<file path="config.mk">
export PLATFORM = sky130hd
export DESIGN_NAME = sar_adc_seq
export DESIGN_NICKNAME = d
export VERILOG_FILES = /design/src/rtl/sar_pkg.sv /design/src/rtl/sar_seq_fsm.sv /design/src/rtl/sar_cfg_regs.sv /design/src/rtl/sar_approx_reg.sv /design/src/rtl/sar_result_regs.sv /design/src/rtl/sar_adc_seq.sv
export SDC_FILE = /design/constraint.sdc
export NUM_CORES = 1
export LEC_CHECK = 0
export ABC_AREA = 1
export ABC_CLOCK_PERIOD_IN_PS = 1650
export BUFFER_PORTS_ARGS = -buffer_cell sky130_fd_sc_hd__buf_2
export CAP_MARGIN = 0
export CORE_AREA = 2 2 75 84
export DETAILED_ROUTE_END_ITERATION = 12
export DIE_AREA = 0 0 77 86
export PLACE_DENSITY = 0.69
export SLEW_MARGIN = 10
export SYNTH_ARGS = -nofsm -noshare
export SYNTH_HDL_FRONTEND = slang
export SYNTH_SLANG_ARGS = --single-unit
</file>
<file path="constraint.sdc">
create_clock -name clk -period 1.65 [get_ports clk]
set_input_delay 0.2475 -clock clk [delete_from_list [all_inputs] [get_ports clk]]
set_output_delay 0.2475 -clock clk [all_outputs]
set_load 0.01 [all_outputs]
</file>
<file path="src/rtl/sar_pkg.sv">
package sar_pkg;

    localparam int SAR_BITS = 10;
    localparam int NUM_CH   = 8;
    localparam int CH_W     = $clog2(NUM_CH);
    localparam int IDX_W    = $clog2(SAR_BITS);

    typedef logic [SAR_BITS-1:0] code_t;
    typedef logic [CH_W-1:0]     ch_t;
    typedef logic [NUM_CH-1:0]   mask_t;
    typedef logic [IDX_W-1:0]    idx_t;

    typedef enum logic [1:0] {
        ST_IDLE,
        ST_WAIT,
        ST_SAMP,
        ST_CONV
    } seq_state_e;

    typedef struct packed {
        logic busy;
        logic start_acc;
        logic sample;
        logic convert;
        logic last_bit;
        idx_t bit_idx;
    } seq_ctl_t;

    typedef struct packed {
        code_t value;
        logic  invalid;
    } result_t;

    function automatic code_t trial_bit(input idx_t idx);
        return code_t'(1) << idx;
    endfunction

endpackage

</file>
<file path="src/rtl/sar_seq_fsm.sv">
module sar_seq_fsm
    import sar_pkg::*;
#(
    parameter int START_DLY = 4,
    parameter int SAMP_CYC  = 3
) (
    input  logic     clk,
    input  logic     rst,
    input  logic     start_wr,
    output seq_ctl_t ctl
);

    localparam int CNT_MAX = (START_DLY > SAMP_CYC) ? START_DLY : SAMP_CYC;
    localparam int CNT_W   = $clog2(CNT_MAX + 1);

    seq_state_e       state_q;
    logic [CNT_W-1:0] cnt_q;
    idx_t             idx_q;

    always_ff @(posedge clk) begin
        if (rst) begin
            state_q <= ST_IDLE;
            cnt_q   <= '0;
            idx_q   <= '0;
        end else begin
            case (state_q)
                ST_IDLE: begin
                    if (start_wr) begin
                        state_q <= ST_WAIT;
                        cnt_q   <= CNT_W'(START_DLY - 1);
                    end
                end
                ST_WAIT: begin
                    if (cnt_q == '0) begin
                        state_q <= ST_SAMP;
                        cnt_q   <= CNT_W'(SAMP_CYC - 1);
                    end else begin
                        cnt_q <= cnt_q - 1'b1;
                    end
                end
                ST_SAMP: begin
                    if (cnt_q == '0) begin
                        state_q <= ST_CONV;
                        idx_q   <= idx_t'(SAR_BITS - 1);
                    end else begin
                        cnt_q <= cnt_q - 1'b1;
                    end
                end
                ST_CONV: begin
                    if (idx_q == '0) begin
                        state_q <= ST_IDLE;
                    end else begin
                        idx_q <= idx_q - 1'b1;
                    end
                end
                default: state_q <= ST_IDLE;
            endcase
        end
    end

    always_comb begin
        ctl.busy      = (state_q != ST_IDLE);
        ctl.start_acc = (state_q == ST_IDLE) && start_wr;
        ctl.sample    = (state_q == ST_SAMP);
        ctl.convert   = (state_q == ST_CONV);
        ctl.last_bit  = (state_q == ST_CONV) && (idx_q == '0);
        ctl.bit_idx   = idx_q;
    end

endmodule

</file>
<file path="src/rtl/sar_cfg_regs.sv">
module sar_cfg_regs
    import sar_pkg::*;
(
    input  logic clk,
    input  logic rst,
    input  logic chan_wr,
    input  ch_t  chan_wdata,
    input  logic mask_wr,
    input  mask_t mask_wdata,
    input  logic start_acc,
    output ch_t  act_ch,
    output logic act_bad
);

    ch_t   chan_q;
    mask_t mask_q;

    always_ff @(posedge clk) begin
        if (rst) begin
            chan_q  <= '0;
            mask_q  <= '0;
            act_ch  <= '0;
            act_bad <= 1'b0;
        end else begin
            if (chan_wr) chan_q <= chan_wdata;
            if (mask_wr) mask_q <= mask_wdata;
            if (start_acc) begin
                act_ch  <= chan_q;
                act_bad <= ~mask_q[chan_q];
            end
        end
    end

endmodule

</file>
<file path="src/rtl/sar_approx_reg.sv">
module sar_approx_reg
    import sar_pkg::*;
(
    input  logic     clk,
    input  logic     rst,
    input  seq_ctl_t ctl,
    input  logic     comp_ge,
    output code_t    dac_code,
    output code_t    decided
);

    code_t sar_q;
    code_t nxt;

    // One decision slot per bit: only the bit under trial takes the comparator.
    for (genvar b = 0; b < SAR_BITS; b++) begin : g_bit
        assign nxt[b] = (ctl.convert && (ctl.bit_idx == idx_t'(b))) ? comp_ge : sar_q[b];
    end

    always_ff @(posedge clk) begin
        if (rst) begin
            sar_q <= '0;
        end else if (ctl.sample) begin
            sar_q <= '0;
        end else if (ctl.convert) begin
            sar_q <= nxt;
        end
    end

    assign dac_code = ctl.convert ? (sar_q | trial_bit(ctl.bit_idx)) : '0;
    assign decided  = nxt;

endmodule

</file>
<file path="src/rtl/sar_result_regs.sv">
module sar_result_regs
    import sar_pkg::*;
(
    input  logic    clk,
    input  logic    rst,
    input  logic    load,
    input  code_t   decided,
    input  logic    bad,
    input  logic    done_clr,
    output result_t res,
    output logic    done
);

    always_ff @(posedge clk) begin
        if (rst) begin
            res  <= '0;
            done <= 1'b0;
        end else begin
            if (load) begin
                res.value   <= decided;
                res.invalid <= bad;
            end
            if (load)          done <= 1'b1;
            else if (done_clr) done <= 1'b0;
        end
    end

endmodule

</file>
<file path="src/rtl/sar_adc_seq.sv">
module sar_adc_seq
    import sar_pkg::*;
#(
    parameter int START_DLY = 4,
    parameter int SAMP_CYC  = 3
) (
    input  logic                clk,
    input  logic                rst,
    input  logic                chan_wr,
    input  logic [CH_W-1:0]     chan_wdata,
    input  logic                mask_wr,
    input  logic [NUM_CH-1:0]   mask_wdata,
    input  logic                start_wr,
    input  logic                done_clr,
    input  logic                comp_ge,
    output logic [CH_W-1:0]     mux_sel,
    output logic                sh_sample,
    output logic [SAR_BITS-1:0] dac_code,
    output logic                busy,
    output logic [SAR_BITS-1:0] result,
    output logic                result_invalid,
    output logic                done
);

    seq_ctl_t ctl;
    logic     act_bad;
    code_t    decided;
    result_t  res;

    sar_seq_fsm #(
        .START_DLY (START_DLY),
        .SAMP_CYC  (SAMP_CYC)
    ) u_fsm (
        .clk      (clk),
        .rst      (rst),
        .start_wr (start_wr),
        .ctl      (ctl)
    );

    sar_cfg_regs u_cfg (
        .clk        (clk),
        .rst        (rst),
        .chan_wr    (chan_wr),
        .chan_wdata (chan_wdata),
        .mask_wr    (mask_wr),
        .mask_wdata (mask_wdata),
        .start_acc  (ctl.start_acc),
        .act_ch     (mux_sel),
        .act_bad    (act_bad)
    );

    sar_approx_reg u_sar (
        .clk      (clk),
        .rst      (rst),
        .ctl      (ctl),
        .comp_ge  (comp_ge),
        .dac_code (dac_code),
        .decided  (decided)
    );

    sar_result_regs u_res (
        .clk      (clk),
        .rst      (rst),
        .load     (ctl.last_bit),
        .decided  (decided),
        .bad      (act_bad),
        .done_clr (done_clr),
        .res      (res),
        .done     (done)
    );

    assign sh_sample      = ctl.sample;
    assign busy           = ctl.busy;
    assign result         = res.value;
    assign result_invalid = res.invalid;

endmodule

</file>
==> results.ini <==
[layout]
fin_util_pct=50.5
fillers=589
multiInputGateArea_um2=1190
mostFrequentLayoutCells=77 x nand2_1, 64 x nor2_1, 44 x buf_2
fin_nets=426
drive_gt1_share_pct=26.4
layout_commonest_cell=nand2_1
syn_to_final_growth_pct=28.5
n_antenna_cell=0
regArea_um2=938

[critical_path]
path_class=reg -> out
rrSetupSlack_ns=0.08
cp_common_cell=nand2_1
cp.required_ns=1.40
reg2reg_to=u_fsm.idx_q[3]$_SDFFE_PP0P_
cp_max_fo=4
r2r_cells=9
critical_path_cell_count=7
startpoint_type=flop
timing.rr.start=u_fsm.state_q[1]$_SDFFE_PP0P_
crit_family=flip-flops
end_kind=primary output
critPathBufInv=3
crit_path_max_incr_delay_ns=0.37
arrival_ns=1.43
crit_start=u_fsm.idx_q[0]$_SDFFE_PP0P_
slowest_stage=dfxtp_4
worstPathCellList=inv_4 > ha_1 > nand2_1 > inv_1 > nand2_1 > a21oi_2 > buf_2
cp-endpoint=dac_code[6]

[sta]
layout_min_cycle_time_ns=1.68
rsz0062_at_grt=yes
timing.hold.ws_ns=0.152
hold_viol_final=0
tightest_slew_ns=0.330
setup_violations=5
clock_skew_ns=0.00512
slew_headroom_pct=77.8
finalCritPeriodShare_pct=102
worst_slack_ns=-0.0259
drv_slew=0
max_freq_mhz=597
finalSetupTns_ns=-0.0679

[power_and_ir_drop]
powerDensity_nw_per_um2=1340
p_leak_nw=1.46
vdd_drop_max_uv=692
p_total_mw=3.87

[outcome]
outcome=finished with violations
violations=setup timing

[drt]
post_drt_wl_per_cell_um=11.1
num_vias=2201
drc=0
first_iter_violations=57
postRouteAntennaNets=0
first_pass_iters=4
drt-total-wl_mm=5.28
via_per_inst=4.64

[yosys]
syn_area_per_cell_um2=6.68
synth-seq-cells=46
syn_area_um2=2250
seq_area_frac_synth_pct=40.9
netlist-cell-type-count=20
synthCells=337
syn-num-nets=367
yosys_warnings=0

[grt]
grt_pass1_vias=2072
grt-ovfl-total=0
track_usage_pct=16.5
grt_start_max_net_pins=21
antenna_found_initial=0
grt_first_pass_wirelength_mm=8.80

[clocking]
cts_root_buffer=clkbuf_8
htreeDepth=2
cts.path.max_buffers=2
cts_buffers=5
clock-sinks=46
cts_tree=built
clkLatencyLatePin_ns=0.30
path_clk_slew_ns=0.09

[place]
io_buffer_count=44
hpwlAfterDp_mm=3.73
place_congestion=0.836

[run]
max_cap_violations=0

[die]
die_y_um=86
die_x_um=77
die_area_um2=6620
ios=45
initial_core_util_pct=39.3
core_um2=5730
rows=29

[worst_hold_path]
holdCritPathClass=in -> reg

==> flip-flops by register name, summed over array words and instances, names as in the netlist, 2 cells and up <==
name / cells
u_fsm.idx_q: 4
u_sar.sar_q: 10
u_cfg.chan_q: 3
u_fsm.state_q: 2
u_fsm.cnt_q: 3
u_cfg.mask_q: 8
u_cfg.act_ch: 3
u_res.res: 11
==> metrics by stage <==
step,worst slack [ns],cell area (um2),std cells
global route,-0.0861,2890,474
detailed placement,-0.0290,2570,454
CTS,-0.00343,2850,474
global placement,0.0610,2570,454
floorplan,0.256,2250,337
finish,-0.0259,2890,474
==> repair_timing <==
action                                 in CTS  in global routing
hold buffers                                0                  0
endpoints found under the hold margin       0                  0
setup endpoints to repair                  11                 15
resized for setup                          29                 14
gates cloned                                1                  0
setup buffers                              11                  0
pin swaps                                   3                  1
==> worst reg2reg max path: stages, from the launching register on <==
cell and delay (ns):
dfxtp_4 0.37, ha_4 0.17, buf_4 0.12, clkinvlp_4 0.14, buf_4 0.18, nand2_1 0.09
nand2_1 0.09, nor2_2 0.14, nand2_1 0.08, a21oi_1 0.13
==> per-layer routing <==
layer	vias to the layer above	global-route usage (%)	share of wire, %
met2	59	30.2	49
met5	-	0	0
met4	0	7.47	2.3
met1	975	18.3	44
met3	11	3.58	4.6
li1	1156	-	-
==> cells in the mapped netlist <==
master	count	area [um2]
nand2_1	83	312
nor2_1	65	244
dfxtp_1	46	921
inv_1	45	169
a21oi_1	24	120
o21ai_0	24	120
ha_1	12	150
nand3_1	9	45.0
o21ai_1	7	35.0
clkbuf_1	4	15.0
inv_2	3	11.3
nand4_1	3	18.8
buf_2	2	10.0
buf_4	2	15.0
nor2_2	2	12.5
nor3_1	2	10.0
buf_6	1	11.3
nand2_4	1	11.3
nor2_4	1	11.3
xnor2_1	1	8.76
==> power breakdown <==
group	total (mW)	switching [mW]	internal, mW
sequential	1.43	0.128	1.30
clock	0.854	0.403	0.451
combinational	1.59	0.954	0.637
==> how the worst min path moves through the flow <==
stage                                    start                            to  slack, ns  cells after the start
global placement    u_cfg.act_bad$_SDFFE_PP0P_     u_res.res[0]$_SDFFE_PP0P_       0.44                      2
CTS                              mask_wdata[2]  u_cfg.mask_q[2]$_SDFFE_PP0P_       0.15                      3
finish                           mask_wdata[2]  u_cfg.mask_q[2]$_SDFFE_PP0P_       0.15                      3
global route                     mask_wdata[3]  u_cfg.mask_q[3]$_SDFFE_PP0P_       0.15                      3
detailed placement  u_cfg.act_bad$_SDFFE_PP0P_     u_res.res[0]$_SDFFE_PP0P_       0.45                      2
floorplan                        chan_wdata[2]  u_cfg.chan_q[2]$_SDFFE_PP0P_       0.38                      2
==> logic make-up after synthesis <==
kind of cell,count (synthesis),synth area share (%)
xor+xnor,1,0.389
flops,46,40.9
simple gates,166,29.5
compound gates,55,12.2
buf+inv,57,10.3
fa+ha+maj,12,6.67
==> cell type report <==
class                   instances  area share, %
well taps                      77           3.33
clock inverters                 3           1.56
flip-flops and latches         46           32.4
repair buffers                 60           12.3
multi-input cells             234           41.2
clock buffers                   5           2.38
inverters                      48           6.53
repair inverters                1          0.260
(Power assumes the default switching activity.)
